==> src/rtl/moesi_pkg.sv <==
package moesi_pkg;

    typedef enum logic [2:0] {
        ST_I = 3'd0,
        ST_S = 3'd1,
        ST_E = 3'd2,
        ST_O = 3'd3,
        ST_M = 3'd4
    } line_st_t;

    typedef enum logic [2:0] {
        BOP_NONE = 3'd0,
        BOP_RD   = 3'd1,
        BOP_RDX  = 3'd2,
        BOP_UPG  = 3'd3,
        BOP_WB   = 3'd4
    } bus_op_t;

    localparam int ST_W = 3;

    function automatic logic is_dirty(line_st_t s);
        return (s == ST_M) || (s == ST_O);
    endfunction

endpackage

==> src/rtl/moesi_tag_array.sv <==
module moesi_tag_array
    import moesi_pkg::*;
#(
    parameter int IDX_W = 2,
    parameter int TAG_W = 4
) (
    input  logic                     clk,
    input  logic                     rst_n,
    input  logic                     own_we,
    input  logic [IDX_W-1:0]         own_idx,
    input  logic [TAG_W-1:0]         own_tag,
    input  line_st_t                 own_st,
    input  logic                     snp_we,
    input  logic [IDX_W-1:0]         snp_idx,
    input  line_st_t                 snp_st,
    input  logic [IDX_W-1:0]         pnd_idx,
    output logic [TAG_W-1:0]         pnd_tag,
    output line_st_t                 pnd_st,
    output logic [TAG_W-1:0]         snp_tag_rd,
    output line_st_t                 snp_st_rd,
    input  logic [IDX_W-1:0]         qry_idx,
    output logic [TAG_W-1:0]         qry_tag,
    output line_st_t                 qry_st,
    output logic [(1<<IDX_W)*ST_W-1:0] st_flat
);
    localparam int LINES = 1 << IDX_W;

    logic [LINES*TAG_W-1:0] tag_flat;

    generate
        for (genvar g = 0; g < LINES; g++) begin : g_line
            logic [TAG_W-1:0] tag_r;
            line_st_t         st_r;

            always_ff @(posedge clk or negedge rst_n) begin
                if (!rst_n) begin
                    tag_r <= '0;
                    st_r  <= ST_I;
                end else if (own_we && own_idx == IDX_W'(g)) begin
                    tag_r <= own_tag;
                    st_r  <= own_st;
                end else if (snp_we && snp_idx == IDX_W'(g)) begin
                    st_r  <= snp_st;
                end
            end

            assign tag_flat[g*TAG_W +: TAG_W] = tag_r;
            assign st_flat[g*ST_W +: ST_W]    = st_r;
        end
    endgenerate

    assign pnd_tag    = tag_flat[pnd_idx*TAG_W +: TAG_W];
    assign pnd_st     = line_st_t'(st_flat[pnd_idx*ST_W +: ST_W]);
    assign snp_tag_rd = tag_flat[snp_idx*TAG_W +: TAG_W];
    assign snp_st_rd  = line_st_t'(st_flat[snp_idx*ST_W +: ST_W]);
    assign qry_tag    = tag_flat[qry_idx*TAG_W +: TAG_W];
    assign qry_st     = line_st_t'(st_flat[qry_idx*ST_W +: ST_W]);

endmodule

==> src/rtl/moesi_snoop_resp.sv <==
module moesi_snoop_resp
    import moesi_pkg::*;
#(
    parameter int TAG_W = 4
) (
    input  logic             snp_valid,
    input  bus_op_t          snp_op,
    input  logic [TAG_W-1:0] snp_tag,
    input  logic [TAG_W-1:0] line_tag,
    input  line_st_t         line_st,
    output logic             resp_shared,
    output logic             resp_supply,
    output logic             upd_en,
    output line_st_t         upd_st
);
    logic hit;

    assign hit = snp_valid && (line_st != ST_I) && (line_tag == snp_tag);

    always_comb begin
        resp_shared = 1'b0;
        resp_supply = 1'b0;
        upd_en      = 1'b0;
        upd_st      = line_st;
        unique case (snp_op)
            BOP_RD: begin
                resp_shared = hit;
                resp_supply = hit && is_dirty(line_st);
                if (hit && line_st == ST_M) begin
                    upd_en = 1'b1;
                    upd_st = ST_O;
                end else if (hit && line_st == ST_E) begin
                    upd_en = 1'b1;
                    upd_st = ST_S;
                end
            end
            BOP_RDX, BOP_UPG: begin
                resp_supply = hit && is_dirty(line_st);
                upd_en      = hit;
                upd_st      = ST_I;
            end
            default: begin
                upd_en = 1'b0;
            end
        endcase
    end

endmodule

==> src/rtl/moesi_req_fsm.sv <==
module moesi_req_fsm
    import moesi_pkg::*;
#(
    parameter int IDX_W = 2,
    parameter int TAG_W = 4
) (
    input  logic                   clk,
    input  logic                   rst_n,
    input  logic                   cpu_req,
    input  logic                   cpu_wr,
    input  logic [TAG_W+IDX_W-1:0] cpu_addr,
    input  logic [TAG_W-1:0]       line_tag,
    input  line_st_t               line_st,
    input  logic                   snp_valid,
    input  logic [IDX_W-1:0]       snp_idx,
    input  logic                   bus_gnt,
    input  logic                   gnt_shared,
    output logic [IDX_W-1:0]       pend_idx,
    output logic                   cpu_done,
    output logic                   bus_req,
    output bus_op_t                bus_op,
    output logic [TAG_W+IDX_W-1:0] bus_addr,
    output logic                   own_we,
    output logic [TAG_W-1:0]       own_tag,
    output line_st_t               own_st
);
    typedef enum logic [1:0] {
        F_IDLE    = 2'd0,
        F_RESOLVE = 2'd1,
        F_DONE    = 2'd2
    } fsm_t;

    fsm_t             st_q, st_d;
    logic             p_wr_q;
    logic [TAG_W-1:0] p_tag_q;
    logic [IDX_W-1:0] p_idx_q;
    logic             hit, local_ok, snp_clash;

    assign pend_idx  = p_idx_q;
    assign hit       = (line_st != ST_I) && (line_tag == p_tag_q);
    assign local_ok  = hit && (!p_wr_q || line_st == ST_M || line_st == ST_E);
    assign snp_clash = snp_valid && (snp_idx == p_idx_q);

    // State register
    always_ff @(posedge clk or negedge rst_n) begin
        if (!rst_n) st_q <= F_IDLE;
        else        st_q <= st_d;
    end

    // Request capture
    always_ff @(posedge clk or negedge rst_n) begin
        if (!rst_n) begin
            p_wr_q  <= 1'b0;
            p_tag_q <= '0;
            p_idx_q <= '0;
        end else if (st_q == F_IDLE && cpu_req) begin
            p_wr_q             <= cpu_wr;
            {p_tag_q, p_idx_q} <= cpu_addr;
        end
    end

    // Outputs toward processor and bus: depend on state and stored line only
    always_comb begin
        cpu_done = 1'b0;
        bus_req  = 1'b0;
        bus_op   = BOP_NONE;
        bus_addr = {p_tag_q, p_idx_q};
        unique case (st_q)
            F_IDLE: begin
                cpu_done = 1'b0;
            end
            F_RESOLVE: begin
                if (!local_ok) begin
                    bus_req = 1'b1;
                    if (!hit && is_dirty(line_st)) begin
                        bus_op   = BOP_WB;
                        bus_addr = {line_tag, p_idx_q};
                    end else if (hit) begin
                        bus_op = BOP_UPG;
                    end else begin
                        bus_op = p_wr_q ? BOP_RDX : BOP_RD;
                    end
                end
            end
            F_DONE: begin
                cpu_done = 1'b1;
            end
            default: begin
                cpu_done = 1'b0;
            end
        endcase
    end

    // Next state and line update: depend on grant outcome
    always_comb begin
        st_d    = st_q;
        own_we  = 1'b0;
        own_tag = p_tag_q;
        own_st  = line_st;
        unique case (st_q)
            F_IDLE: begin
                if (cpu_req) st_d = F_RESOLVE;
            end
            F_RESOLVE: begin
                if (local_ok) begin
                    if (!snp_clash) begin
                        own_we = p_wr_q;
                        own_st = p_wr_q ? ST_M : line_st;
                        st_d   = F_DONE;
                    end
                end else if (bus_gnt) begin
                    own_we = 1'b1;
                    unique case (bus_op)
                        BOP_WB: begin
                            own_tag = line_tag;
                            own_st  = ST_I;
                        end
                        BOP_UPG, BOP_RDX: begin
                            own_st = ST_M;
                            st_d   = F_DONE;
                        end
                        BOP_RD: begin
                            own_st = gnt_shared ? ST_S : ST_E;
                            st_d   = F_DONE;
                        end
                        default: begin
                            own_we = 1'b0;
                        end
                    endcase
                end
            end
            F_DONE: begin
                st_d = F_IDLE;
            end
            default: begin
                st_d = F_IDLE;
            end
        endcase
    end

endmodule

==> src/rtl/moesi_line_ctl.sv <==
module moesi_line_ctl
    import moesi_pkg::*;
#(
    parameter int IDX_W = 2,
    parameter int TAG_W = 4
) (
    input  logic                   clk,
    input  logic                   rst_n,
    input  logic                   cpu_req,
    input  logic                   cpu_wr,
    input  logic [TAG_W+IDX_W-1:0] cpu_addr,
    output logic                   cpu_done,
    output logic                   bus_req,
    output logic [2:0]             bus_op,
    output logic [TAG_W+IDX_W-1:0] bus_addr,
    input  logic                   bus_gnt,
    input  logic                   gnt_shared,
    input  logic                   snp_valid,
    input  logic [2:0]             snp_op,
    input  logic [TAG_W+IDX_W-1:0] snp_addr,
    output logic                   snp_shared,
    output logic                   snp_supply,
    input  logic [TAG_W+IDX_W-1:0] qry_addr,
    output logic [2:0]             qry_state
);
    localparam int LINES = 1 << IDX_W;

    logic [IDX_W-1:0]        pend_idx;
    logic [TAG_W-1:0]        pend_tag;
    line_st_t                pend_state;
    logic [TAG_W-1:0]        snp_line_tag;
    line_st_t                snp_line_st;
    logic [TAG_W-1:0]        qry_tag;
    line_st_t                qry_st;
    logic [LINES*ST_W-1:0]   st_flat;
    logic                    own_we;
    logic [TAG_W-1:0]        own_tag;
    line_st_t                own_st;
    logic                    snp_we;
    line_st_t                snp_st;
    bus_op_t                 fsm_op;

    moesi_tag_array #(.IDX_W(IDX_W), .TAG_W(TAG_W)) u_array (
        .clk        (clk),
        .rst_n      (rst_n),
        .own_we     (own_we),
        .own_idx    (pend_idx),
        .own_tag    (own_tag),
        .own_st     (own_st),
        .snp_we     (snp_we),
        .snp_idx    (snp_addr[IDX_W-1:0]),
        .snp_st     (snp_st),
        .pnd_idx    (pend_idx),
        .pnd_tag    (pend_tag),
        .pnd_st     (pend_state),
        .snp_tag_rd (snp_line_tag),
        .snp_st_rd  (snp_line_st),
        .qry_idx    (qry_addr[IDX_W-1:0]),
        .qry_tag    (qry_tag),
        .qry_st     (qry_st),
        .st_flat    (st_flat)
    );

    moesi_snoop_resp #(.TAG_W(TAG_W)) u_snoop (
        .snp_valid   (snp_valid),
        .snp_op      (bus_op_t'(snp_op)),
        .snp_tag     (snp_addr[TAG_W+IDX_W-1:IDX_W]),
        .line_tag    (snp_line_tag),
        .line_st     (snp_line_st),
        .resp_shared (snp_shared),
        .resp_supply (snp_supply),
        .upd_en      (snp_we),
        .upd_st      (snp_st)
    );

    moesi_req_fsm #(.IDX_W(IDX_W), .TAG_W(TAG_W)) u_fsm (
        .clk        (clk),
        .rst_n      (rst_n),
        .cpu_req    (cpu_req),
        .cpu_wr     (cpu_wr),
        .cpu_addr   (cpu_addr),
        .line_tag   (pend_tag),
        .line_st    (pend_state),
        .snp_valid  (snp_valid),
        .snp_idx    (snp_addr[IDX_W-1:0]),
        .bus_gnt    (bus_gnt),
        .gnt_shared (gnt_shared),
        .pend_idx   (pend_idx),
        .cpu_done   (cpu_done),
        .bus_req    (bus_req),
        .bus_op     (fsm_op),
        .bus_addr   (bus_addr),
        .own_we     (own_we),
        .own_tag    (own_tag),
        .own_st     (own_st)
    );

    assign bus_op    = fsm_op;
    assign qry_state = (qry_tag == qry_addr[TAG_W+IDX_W-1:IDX_W]) ? qry_st : ST_I;

endmodule

==> config.mk <==
export PLATFORM = sky130hd
export DESIGN_NAME = moesi_line_ctl
export DESIGN_NICKNAME = d
export VERILOG_FILES = /design/src/rtl/moesi_pkg.sv /design/src/rtl/moesi_tag_array.sv /design/src/rtl/moesi_snoop_resp.sv /design/src/rtl/moesi_req_fsm.sv /design/src/rtl/moesi_line_ctl.sv
export SDC_FILE = /design/constraint.sdc
export NUM_CORES = 1
export LEC_CHECK = 0
export ABC_CLOCK_PERIOD_IN_PS = 3000
export BUFFER_PORTS_ARGS = -buffer_cell sky130_fd_sc_hd__buf_4
export CELL_PAD_IN_SITES_DETAIL_PLACEMENT = 0
export CELL_PAD_IN_SITES_GLOBAL_PLACEMENT = 1
export CORE_MARGIN = 2
export CORE_UTILIZATION = 41
export DETAILED_ROUTE_END_ITERATION = 6
export HOLD_SLACK_MARGIN = 0.15
export PLACE_DENSITY = 0.87
export SYNTH_ARGS = -nofsm -noshare
export SYNTH_HDL_FRONTEND = slang
export SYNTH_HIERARCHICAL = 1
export SYNTH_SLANG_ARGS = --single-unit
export TNS_END_PERCENT = 100
==> constraint.sdc <==
create_clock -name clk -period 3 [get_ports clk]
set_input_delay 0.45 -clock clk [delete_from_list [all_inputs] [get_ports clk]]
set_output_delay 0.45 -clock clk [all_outputs]
set_load 0.01 [all_outputs]
# Word level (Yosys, flattened, before mapping)
# Index checks and enable logic that the tools add are counted.
[classes] eq_ne=29 muxes=50 shifts=6 reduce_logical=39 n_mul=3
[op_table] operator="$mux 3" count=20
[op_table] operator="$shiftx 16x5->4" count=3
[op_table] operator="$shiftx 12x5->3" count=3
[op_table] operator="$eq 3x2->1 const B" count=8
[op_table] operator="$logic_and 1x1->1" count=18
[op_table] operator="$mux 6" count=3
[op_table] operator="$mux 4" count=4
[op_table] operator="$mux 2" count=7
[op_table] operator="$eq 4x4->1" count=3
[op_table] operator="$mul 2x2->4 const B" count=3
[op_table] operator="$mux 1" count=12
[op_table] operator="$eq 2x2->1 const B" count=5
[op_table] operator="$eq 3x3->1 const B" count=3
[op_table] operator="$pmux 3 s3" count=1
[op_table] operator="$reduce_bool 2->1" count=4
[op_table] operator="$eq 2x1->1 const B" count=3
[op_table] operator="$eq 3x1->1 const B" count=2
[op_table] operator="$logic_not 2->1" count=3
[op_table] operator="$ne 3x2->1 const B" count=2
[op_table] operator="$pmux 3 s2" count=1
[op_table] operator="$reduce_bool 3->1" count=2
[op_table] operator="$reduce_or 3->1" count=2
[op_table] operator="$logic_or 1x1->1" count=4
[op_table] operator="$pmux 2 s2" count=1
[op_table] operator="8 further kinds" count=10
[totals] reg_bits=37 out_inout_bits=16 in_bits=28

# Longest topological paths before layout
# Gate-level depths: netlist of run 1.
[logic_depth] ltp_word=17 ltp_mapped=12 mapped_depth_nobuf=9

# By module
# Netlist of run 1, hierarchy kept.
[modules_own_cells] module="moesi_tag_array" area_each_um2=1667.8 cells_each=116 instances=1
[modules_own_cells] module="moesi_req_fsm" area_each_um2=769.5 cells_each=72 instances=1
[modules_own_cells] module="moesi_snoop_resp" area_each_um2=193.9 cells_each=26 instances=1
[modules_own_cells] module="moesi_line_ctl" area_each_um2=66.3 cells_each=8 instances=1

# Least setup slack after synthesis of run 1
# No wires, ideal clock.
[synth_path] path_type="register to register" start="register u_fsm.p_idx_q[0], in the netlist u_fsm/pend_idx[0]" end="register u_array.g_line[0].tag_r[0]" t_arrival_ps=3170 t_required_ps=2872 path_stages_with_launch=12 n_path_buf=3 setup_slack_ps=-298 path_cell_list="dfrtp_1 -> buf_4 -> buf_2 -> mux4_2 -> xor2_1 -> a211o_4 -> o41ai_4 -> o21ai_2 -> inv_1 -> or3b_1 -> buf_2 -> mux2_1"
[synth_via] word_cells_on_any_way=37 classes_between="mul (1); eq/ne (9); shift (2); mux (13); reduce/logical (12)"
[synth_lines] element="start: declaration" line_no="moesi_req_fsm.sv:36" text="logic [IDX_W-1:0] p_idx_q;"
[synth_lines] element="start signal: assignment" line_no="moesi_req_fsm.sv:58" text="{p_tag_q, p_idx_q} <= cpu_addr;"
[synth_lines] element="$shiftx 16x5->4 (*)" line_no="moesi_tag_array.sv:52" text="assign pnd_tag = tag_flat[pnd_idx*TAG_W +: TAG_W];"
[synth_lines] element="named net pend_tag[3]" line_no="moesi_line_ctl.sv:29" text="logic [TAG_W-1:0] pend_tag;"
[synth_lines] element="$eq 4x4->1 (*)" line_no="moesi_req_fsm.sv:40" text="assign hit = (line_st != ST_I) && (line_tag == p_tag_q);"
[synth_lines] element="$logic_and 1x1->1 (*)" line_no="moesi_req_fsm.sv:40"
[synth_lines] element="$logic_not 1->1" line_no="moesi_req_fsm.sv:75" text="if (!hit && is_dirty(line_st)) begin"
[synth_lines] element="$logic_and 1x1->1" line_no="moesi_req_fsm.sv:75"
[synth_lines] element="$mux 3" line_no="moesi_req_fsm.sv:75"
[synth_lines] element="$mux 3" line_no="moesi_req_fsm.sv:73" text="if (!local_ok) begin"
[synth_lines] element="$mux 3" line_no="moesi_req_fsm.sv:68" text="unique case (st_q)"
[synth_lines] element="$eq 3x3->1 (tied with other cells)" line_no="moesi_req_fsm.sv:113" text="unique case (bus_op)"
[synth_lines] element="$reduce_or 4->1 (no source line)"
[synth_lines] element="$mux 1" line_no="moesi_req_fsm.sv:113"
[synth_lines] element="$mux 1" line_no="moesi_req_fsm.sv:111" text="end else if (bus_gnt) begin"
[synth_lines] element="$mux 1 (*)" line_no="moesi_req_fsm.sv:105" text="if (local_ok) begin"
[synth_lines] element="$mux 1 (*)" line_no="moesi_req_fsm.sv:100" text="unique case (st_q)"
[synth_lines] element="named net own_we" line_no="moesi_line_ctl.sv:36" text="logic own_we;"
[synth_lines] element="$logic_and 1x1->1 (*)" line_no="moesi_tag_array.sv:39" text="end else if (own_we && own_idx == IDX_W'(g)) begin"
[synth_lines] element="end signal: assignment" line_no="moesi_tag_array.sv:40" text="tag_r <= own_tag;"
[synth_lines] element="end: declaration" line_no="moesi_tag_array.sv:32" text="logic [TAG_W-1:0] tag_r;"
# Mark *: on every way through the listed nets, which the timed path passes. The rest lies on a longest branch.
# A chain may end at the register's enable or synchronous reset.

# Worst setup path after layout of run 1
[layout_path] start="register u_fsm.p_idx_q[0], in the netlist u_fsm/pend_idx[0]" end="output bus_addr[5]"
[layout_via] elab_chain_len=9 word_cells_on_any_way=18 classes_between="mul (1); eq/ne (4); shift (2); mux (3); reduce/logical (8)"
[layout_lines] element="$mul 2x2->4 (*)" line_no="moesi_tag_array.sv:53" text="assign pnd_st = line_st_t'(st_flat[pnd_idx*ST_W +: ST_W]);"
[layout_lines] element="$shiftx 12x5->3 (*)" line_no="moesi_tag_array.sv:53"
[layout_lines] element="named net pend_state[1]" line_no="moesi_line_ctl.sv:30" text="line_st_t pend_state;"
[layout_lines] element="$reduce_bool 3->1" line_no="moesi_req_fsm.sv:40"
[layout_lines] element="$logic_and 1x1->1" line_no="moesi_req_fsm.sv:40"
[layout_lines] element="$logic_not 1->1" line_no="moesi_req_fsm.sv:75"
[layout_lines] element="$logic_and 1x1->1" line_no="moesi_req_fsm.sv:75"
[layout_lines] element="$mux 6" line_no="moesi_req_fsm.sv:75"
[layout_lines] element="$mux 6 (*)" line_no="moesi_req_fsm.sv:73"
[layout_lines] element="$mux 6 (*)" line_no="moesi_req_fsm.sv:68"
[layout_lines] element="end: declaration" line_no="moesi_line_ctl.sv:15" text="output logic [TAG_W+IDX_W-1:0] bus_addr,"
# Marked as above.

==> metrics.md, run 1 <==
| Metric | Value |
|---|---|
| Worst rel slew slack | 49.68% |
| Worst Slack Setup Final | -0.1614 ns |
| Share of cells above drive strength 1 | 59.09% |
| Synth area leaders | dfrtp_1, mux4_2, mux2_2 |
| Hpwl dp | 5162 um |
| Internal power | 2.929 mW |
| Tmin final | 3.161 ns |
| Initial antenna violation count | 0 |
| Sequential fraction of the synthesis area | 34.32% |
| Register bit total from synthesis | 37 |
| Critical path's slowest cell | mux4_2 |
| PnR Total Power | 4.922 mW |
| Non-Filler Instances | 385 |
| Post-synth top cells | dfrtp_1, mux2_2, mux4_2, a21oi_1, nor2_1 |
| Worst path required time | 2.55 ns |
| # DRC | 0 |
| Antenna cells | 0 |
| CTS buffer count | 5 |
| Number of library cell types mapped by synthesis | 47 |
| Final wirelength | 7553 um |
| Clk_skew | 0.008673 ns |
| Critical path class | reg -> out |
| Initial Utilization | 42.48% |
| RSZ-0062 raised after global routing | yes |
| Final setup vio count | 13 |
| Clock Tree Root | clkbuf_8 |
| Startpoint types | flop |
| Max-Cap Viols | 0 |
| PortBufs | 43 |
| TritonRoute pass-1 iters | 4 |
| Inst Count DP | 357 |
| Post-synthesis cell area | 2698 um^2 |
| Routed via count | 2240 |
| Syn avg cell area | 12.15 um^2 |
| Fraction of registers with async set or reset after synthesis | 100.0% |
| Grt ovf | 0 |
| CTS clock-pin slew for the worst setup and hold paths | 0.08 ns |
| VDD IR max | 0.8678 mV |
| Final hold viol count | 0 |
| Number of synthesized flops with an enable pin | 0 |
| Clk pwr share | 10.7% |
| Crit-path max cell delay | 0.62 ns |
| Synth area leader | dfrtp_1 |
| Avg WL per Cell | 19.62 um |
| Dominant synthesized flop cell | dfrtp_1 |
| Seq pwr share | 21.5% |
| Max Slew Vio Count | 0 |
| Worst path cell trace | buf_6 -> mux4_2 -> nor2_4 -> a211o_4 -> nor2_4 -> nor3_4 -> buf_6 -> mux2_4 -> buf_4 |
| Top-count cell post-synth | dfrtp_1 |
| NetSw | 1.993 mW |
| # IOs | 44 |
| Final Cycle Share | 105.4% |
| CTS tree | built |
| Net Count, Synth | 250 |
| Crit path max-delay family | multiplexers |
| Row Count | 29 |
| Logic pwr share | 67.8% |
| Net Sw Frac | 40.49% |
| # H-tree levels | 2 |
| CP max FO | 5 |
| Core ar. | 6350 um^2 |
| Die Span Y | 85.12 um |
| Warnings, synthesis | 6 |
| Layout area overhead | 39.29% |
| Fin util | 59.17% |
| Failing checks | setup timing |
| Starting DRT DRC Count | 166 |
| Clock latency on the worst-skew pair | 0.30 ns |
| Die span in x | 85.12 um |
| Vias/cell | 5.818 |
| Vias in the first global route | 2176 |
| Gpl congestion | 0.9167 |
| Actual slew at the worst max-slew pin | 0.7515 ns |
| Status | complete, but fails checks |
| Power Density | 1310 nW/um^2 |
| Cell count after synthesis | 222 |
| Tot GR Track Use | 20.12% |
| Max Root-Sink Buffers | 2 |
| Final ANT Viol Nets | 0 |
| Worst Hold Class | in -> reg |
| Largest net degree at the start of global routing | 38 |
| Crit. End Element | output pin |
| CP bufs+invs | 3 |
| First-pass GRT wire length | 11210 um |
| Max Clk Rate | 316.3 MHz |
| Area share of the largest cell type after synthesis | 34.32% |
| Clock sinks | 37 |
| Nets | 335 |
| Pre-CTS setup slack | 0.003286 ns |
| Arr. time, crit path | 2.71 ns |
| Die ar. | 7245 um^2 |
| LEAKAGE | 1.688 nW |
[worst paths after layout]
path | from | end | slack, ns | depth (start not counted)
hold reg to reg | u_array/g_line[1].tag_r[3] | u_array/g_line[1].tag_r[3] | 0.56 | 1
hold / removal | cpu_addr[4] | u_fsm/p_tag_q[2] | 0.38 | 2
setup / recovery | u_fsm/pend_idx[0] | bus_addr[5] | -0.16 | 9
min in group asynchronous | rst_n | u_fsm/p_tag_q[2] | 0.65 | 2
max in group asynchronous | rst_n | u_fsm/pend_idx[1] | 1.97 | 2
setup reg to reg | u_fsm/pend_idx[0] | u_array/g_line[0].tag_r[2] | -0.08 | 10
[logic make-up after synthesis]
logic type,Yosys count,synth area share (%)
simple gates,55,12.71
buf+inv,14,2.458
mux,66,35.67
xor+xnor,16,5.195
flops,37,34.32
compound gates,34,9.648
[through the flow]
| stage | instance area [um^2] | hold slack [ns] | TNS (ns) |
|---|---|---|---|
| floorplan | 2718 | 0.1544 | -0.2043 |
| global placement | 3249 | 0.4416 | 0 |
| detailed placement | 3249 | 0.4514 | 0 |
| CTS | 3518 | 0.3712 | -0.5030 |
| global route | 3757 | 0.3634 | -2.737 |
| finish | 3757 | 0.3764 | -1.208 |
[repair_timing]
| action | CTS | global route |
|---|---|---|
| setup buffers | 10 | 9 |
| cloned | 1 | 0 |
| pin swaps | 1 | 9 |
| setup endpoints to repair | 9 | 34 |
| gates resized for setup | 14 | 44 |
| endpoints found under the hold margin | 37 | 0 |
| hold buffers | 1 | 0 |
[flip-flops by register name, summed over array words and instances, names as in the netlist]
name / cells
u_array/g_line.st_r: 12
u_array/g_line.tag_r: 16
u_fsm/p_tag_q: 4
u_fsm/p_wr_q: 1
u_fsm/pend_idx: 2
u_fsm/st_q: 2
[metal layers]
metal  part of all wire [%]  vias up  GRT usage (%)  routed length [um]
li1                       -     1005              -                   -
met1                     41     1149          26.79                3082
met2                     52       76          32.60                3919
met3                    5.7       10          3.891                 429
met4                    1.6        0          7.792                 121
met5                      0        -              0                   0
[final cells by class]
cell class	instances	area, um^2
tap	77	96.34
fill	497	2592
multi-input combinational	171	1883
clock buffer	5	68.82
clock inverter	3	65.06
sequential	37	927.1
timing repair buffer	87	698.2
inverter	5	18.77
[power groups by stage]
| stage | clock [mW] | combinational (mW) | sequential [mW] |
|---|---|---|---|
| floorplan | 0 | 1.74 | 0.933 |
| global placement | 0 | 2.43 | 1.02 |
| detailed placement | 0 | 2.48 | 1.04 |
| CTS | 0.536 | 2.80 | 1.04 |
| global route | 0.558 | 3.51 | 1.09 |
| finish | 0.529 | 3.34 | 1.06 |
[cell usage in the layout (no fill, tap or decap), types with 2 or more instances in the layout]
| cell | count |
|---|---|
| nor2_1 | 9 |
| mux4_2 | 21 |
| a21oi_1 | 14 |
| mux2i_1 | 14 |
| xnor2_1 | 4 |
| xor2_1 | 10 |
| nand3_2 | 2 |
| inv_1 | 4 |
| nand3b_1 | 5 |
| o21a_1 | 2 |
| nand2b_1 | 4 |
| buf_6 | 12 |
| buf_4 | 73 |
| mux2_2 | 13 |
| a21oi_4 | 2 |
| nor2_2 | 5 |
| mux2_4 | 18 |
| nor2b_1 | 2 |
| clkbuf_8 | 5 |
| and2_1 | 3 |
| o21ai_0 | 2 |
| dfrtp_1 | 36 |
| nor2_4 | 4 |
| a21oi_2 | 3 |
| bufinv_16 | 2 |
| nand2_1 | 4 |
| nand3_1 | 3 |
| nor4_2 | 2 |
No activity file was read; power rests on OpenSTA's default activity.
==> run 2: changes to the inputs <==
--- a/config.mk
+++ b/config.mk
@@ -5,15 +5,16 @@
 export SDC_FILE = /design/constraint.sdc
 export NUM_CORES = 1
 export LEC_CHECK = 0
-export ABC_CLOCK_PERIOD_IN_PS = 3000
+export ABC_CLOCK_PERIOD_IN_PS = 3700
 export BUFFER_PORTS_ARGS = -buffer_cell sky130_fd_sc_hd__buf_4
 export CELL_PAD_IN_SITES_DETAIL_PLACEMENT = 0
 export CELL_PAD_IN_SITES_GLOBAL_PLACEMENT = 1
 export CORE_MARGIN = 2
-export CORE_UTILIZATION = 41
+export CORE_UTILIZATION = 49
 export DETAILED_ROUTE_END_ITERATION = 6
 export HOLD_SLACK_MARGIN = 0.15
-export PLACE_DENSITY = 0.87
+export PLACE_DENSITY = 0.95
+export SKIP_LAST_GASP = 1
 export SYNTH_ARGS = -nofsm -noshare
 export SYNTH_HDL_FRONTEND = slang
 export SYNTH_HIERARCHICAL = 1
==> constraint.sdc (replaced) <==
create_clock -name clk -period 3.7 [get_ports clk]
set_input_delay 0.555 -clock clk [delete_from_list [all_inputs] [get_ports clk]]
set_output_delay 0.555 -clock clk [all_outputs]
set_load 0.01 [all_outputs]
==> run 2 against run 1 <==
Against the previous run:
- the run now ends clean
- worst setup slack improved by 0.40 ns
- clock power is 30% lower
- largest power group unchanged
- cell count shrank 12%
- design area decreased by 15%
- wire length fell by 14%
- global-route usage rose by 2.4 points
==> metrics.md, run 2 (synthesis results as in run 1) <==
| Metric | Value |
|---|---|
| CTS clock-pin slew for the worst setup and hold paths | 0.07 ns (was 0.08 ns) |
| Setup_tns | 0 ns (was -1.208 ns) |
| # DRC | 0 (unchanged) |
| First-pass GRT wire length | 10420 um (was 11210 um) |
| Worst path cell trace | buf_4 -> mux4_2 -> nor2_1 -> a211o_4 -> nor2_4 -> nor3_4 -> mux2_1 -> buf_4 (was buf_6 -> mux4_2 -> nor2_4 -> a211o_4 -> nor2_4 -> nor3_4 -> buf_6 -> mux2_4 -> buf_4) |
| PnR Total Power | 3.005 mW (was 4.922 mW) |
| Final setup vio count | 0 (was 13) |
| Die span in x | 78.20 um (was 85.12 um) |
| Max Slew Vio Count | 0 (unchanged) |
| Post-cts resize count | 0 (was 14) |
| Tmin final | 3.457 ns |
| Logic pwr share | 59.3% (was 67.8%) |
| Nets | 293 (was 335) |
| # IOs | 44 (unchanged) |
| Worst Slack Setup Final | 0.2431 ns (was -0.1614 ns) |
| Final ANT Viol Nets | 0 (unchanged) |
| Met2 Resource Use GR | 37.33% (was 32.60%) |
| NetSw | 1.294 mW (was 1.993 mW) |
| Clock sinks | 37 (unchanged) |
| Critical Path Start | u_fsm/pend_idx[0] (unchanged) |
| Final Cycle Share | 93.43% |
| Net Sw Frac | 43.05% (was 40.49%) |
| Final wirelength | 6480 um (was 7553 um) |
| Crit-path max cell delay | 0.57 ns (was 0.62 ns) |
| Final hold viol count | 0 (unchanged) |
| Worst path required time | 3.14 ns (was 2.55 ns) |
| Actual slew at the worst max-slew pin | 0.7064 ns (was 0.7515 ns) |
| Gpl congestion | 0.8223 (was 0.9167) |
| Worst rel slew slack | 52.70% (was 49.68%) |
| Initial antenna violation count | 0 (unchanged) |
| Final instance area | 3194 um^2 (was 3757 um^2) |
| CP endpoint | bus_addr[5] (unchanged) |
| Starting DRT DRC Count | 231 (was 166) |
| Seq pwr share | 28.5% (was 21.5%) |
| Max-Cap Viols | 0 (unchanged) |
| Internal power | 1.711 mW (was 2.929 mW) |
| Power Density | 940.6 nW/um^2 (was 1310 nW/um^2) |
| Worst path depth | 8 (was 9) |
| LEAKAGE | 1.380 nW (was 1.688 nW) |
| Worst Reg-to-Reg Cells | 9 (was 10) |
| FF-to-FF End | u_array/g_line[1].tag_r[1] (was u_array/g_line[0].tag_r[2]) |
| Register with the most flip-flops | u_array/g_line.tag_r (unchanged) |
| Largest register FFs | 16 (unchanged) |
| Grt ovf | 0 (unchanged) |
| PortBufs | 43 (unchanged) |
| Grt met3 use | 3.908% (was 3.891%) |
| Tot GR Track Use | 22.55% (was 20.12%) |
| Grt peak-use layer | met2 (unchanged) |
| Top Registers | u_array/g_line.tag_r: 16 flops, u_array/g_line.st_r: 12 flops, u_fsm/p_tag_q: 4 flops (unchanged) |
| Critical path's slowest cell | mux4_2 (unchanged) |
| Avg WL per Cell | 19.17 um (was 19.62 um) |
| Reg-to-reg slack, setup | 0.47 ns (was -0.08 ns) |
| Worst R2R Start | u_fsm/pend_idx[0] (unchanged) |
| Hpwl dp | 5023 um (was 5162 um) |
| Startpoint types | flop (unchanged) |
| Layout area overhead | 18.41% (was 39.29%) |
| Antenna cells | 0 (unchanged) |
| Crit path max-delay family | multiplexers (unchanged) |
| VDD IR max | 0.4542 mV (was 0.8678 mV) |
| Core ar. | 5405 um^2 (was 6350 um^2) |
| Share of cells above drive strength 1 | 41.73% (was 59.09%) |
| # H-tree levels | 2 (unchanged) |
| Critical path class | reg -> out (unchanged) |
| Placed inst area | 3078 um^2 (was 3249 um^2) |
| CP max FO | 10 (was 5) |
| Crit. End Element | output pin (unchanged) |
| Die Span Y | 78.20 um (was 85.12 um) |
| Vias/cell | 5.959 (was 5.818) |
| Clock latency on the worst-skew pair | 0.30 ns (about the same) |
| Leading cell type in the layout, fill and taps excluded | buf_4 (unchanged) |
| GRT met1 Usage | 29.37% (was 26.79%) |
| Most frequent cells in the layout | buf_4, dfrtp_1, mux2_2 (was buf_4, dfrtp_1, mux4_2) |
| Initial Utilization | 49.91% (was 42.48%) |
| Max Root-Sink Buffers | 2 (unchanged) |
| Most used cell, CP | buf_4 |
| Pre-CTS setup slack | 0.2745 ns (was 0.003286 ns) |
| Clock Tree Root | clkbuf_8 (unchanged) |
| RSZ-0062 raised after global routing | no (was yes) |
| Worst Hold Class | in -> async (was in -> reg) |
| Status | finished, final reports clean (was complete, but fails checks) |
| CP bufs+invs | 2 (was 3) |
| Post-CTS Setup Repair Bufs | 0 (was 10) |
| Arr. time, crit path | 2.90 ns (was 2.71 ns) |
| CTS tree | built (unchanged) |
| Clk_skew | 0.009158 ns (was 0.008673 ns) |
| Clk pwr share | 12.2% (was 10.7%) |
| Routed via count | 2014 (was 2240) |
| Vias in the first global route | 2039 (was 2176) |
| Die ar. | 6114 um^2 (was 7245 um^2) |
| Post-CTS Hold Fix Bufs | 0 (was 1) |
| Max Clk Rate | 289.3 MHz |
| TritonRoute pass-1 iters | 4 (unchanged) |
| CTS buffer count | 5 (unchanged) |
| Largest net degree at the start of global routing | 38 (unchanged) |
| Row Count | 27 (was 29) |
[run 2: cell count changes in the layout (fill, tap and decap cells not counted), moves of 7 or more]
| cell | change |
|---|---|
| mux2_1 | +8 |
| buf_4 | -28 |
| buf_6 | -12 |
| mux2_2 | +10 |
| nor2_1 | +7 |
| mux2_4 | -18 |
[run 2: layer usage]
metal | wire (um) | up-vias
li1 | - | 927
met4 | 136 | 0
met1 | 2582 | 1009
met2 | 3375 | 63
met3 | 385 | 15
met5 | 0 | -
[run 2: cell type report]
cell class              instances  area (um^2)
fillers                       446         2211
multi-input cells             171         1705
flip-flops and latches         37        925.9
repair buffers                 45        337.8
well taps                      72        90.09
clock buffers                   7        86.33
clock inverters                 1        30.03
inverters                       5        18.77
[run 2: stage by stage]
stage	utilization, %	hold slack [ns]	cells
after floorplan	-	0.2594	222
after global routing	59.10	0.2539	338
after detailed placement	56.94	0.5343	330
after global placement	56.94	0.5249	330
after CTS	59.10	0.2259	338
final	59.10	0.2136	338
[run 2: power by group through the flow]
| stage | logic [mW] | registers, mW | clock network, mW |
|---|---|---|---|
| detailed placement | 1.78 | 0.859 | 0 |
| floorplan | 1.39 | 0.755 | 0 |
| global placement | 1.74 | 0.846 | 0 |
| CTS | 1.79 | 0.852 | 0.375 |
| finish | 1.78 | 0.856 | 0.368 |
| global route | 1.92 | 0.886 | 0.395 |
[run 2: worst min-delay path by stage]
stage / cells after the start / endpoint / slack (ns)
2_1_floorplan: 0 / u_array/g_line[0].st_r[0] / 0.26
3_3_place_gp: 1 / u_array/g_line[0].tag_r[2] / 0.52
3_5_place_dp: 1 / u_array/g_line[0].tag_r[0] / 0.53
4_1_cts: 1 / u_fsm/p_tag_q[0] / 0.23
5_1_grt: 1 / u_fsm/p_tag_q[1] / 0.25
6_report: 1 / u_fsm/p_tag_q[0] / 0.21
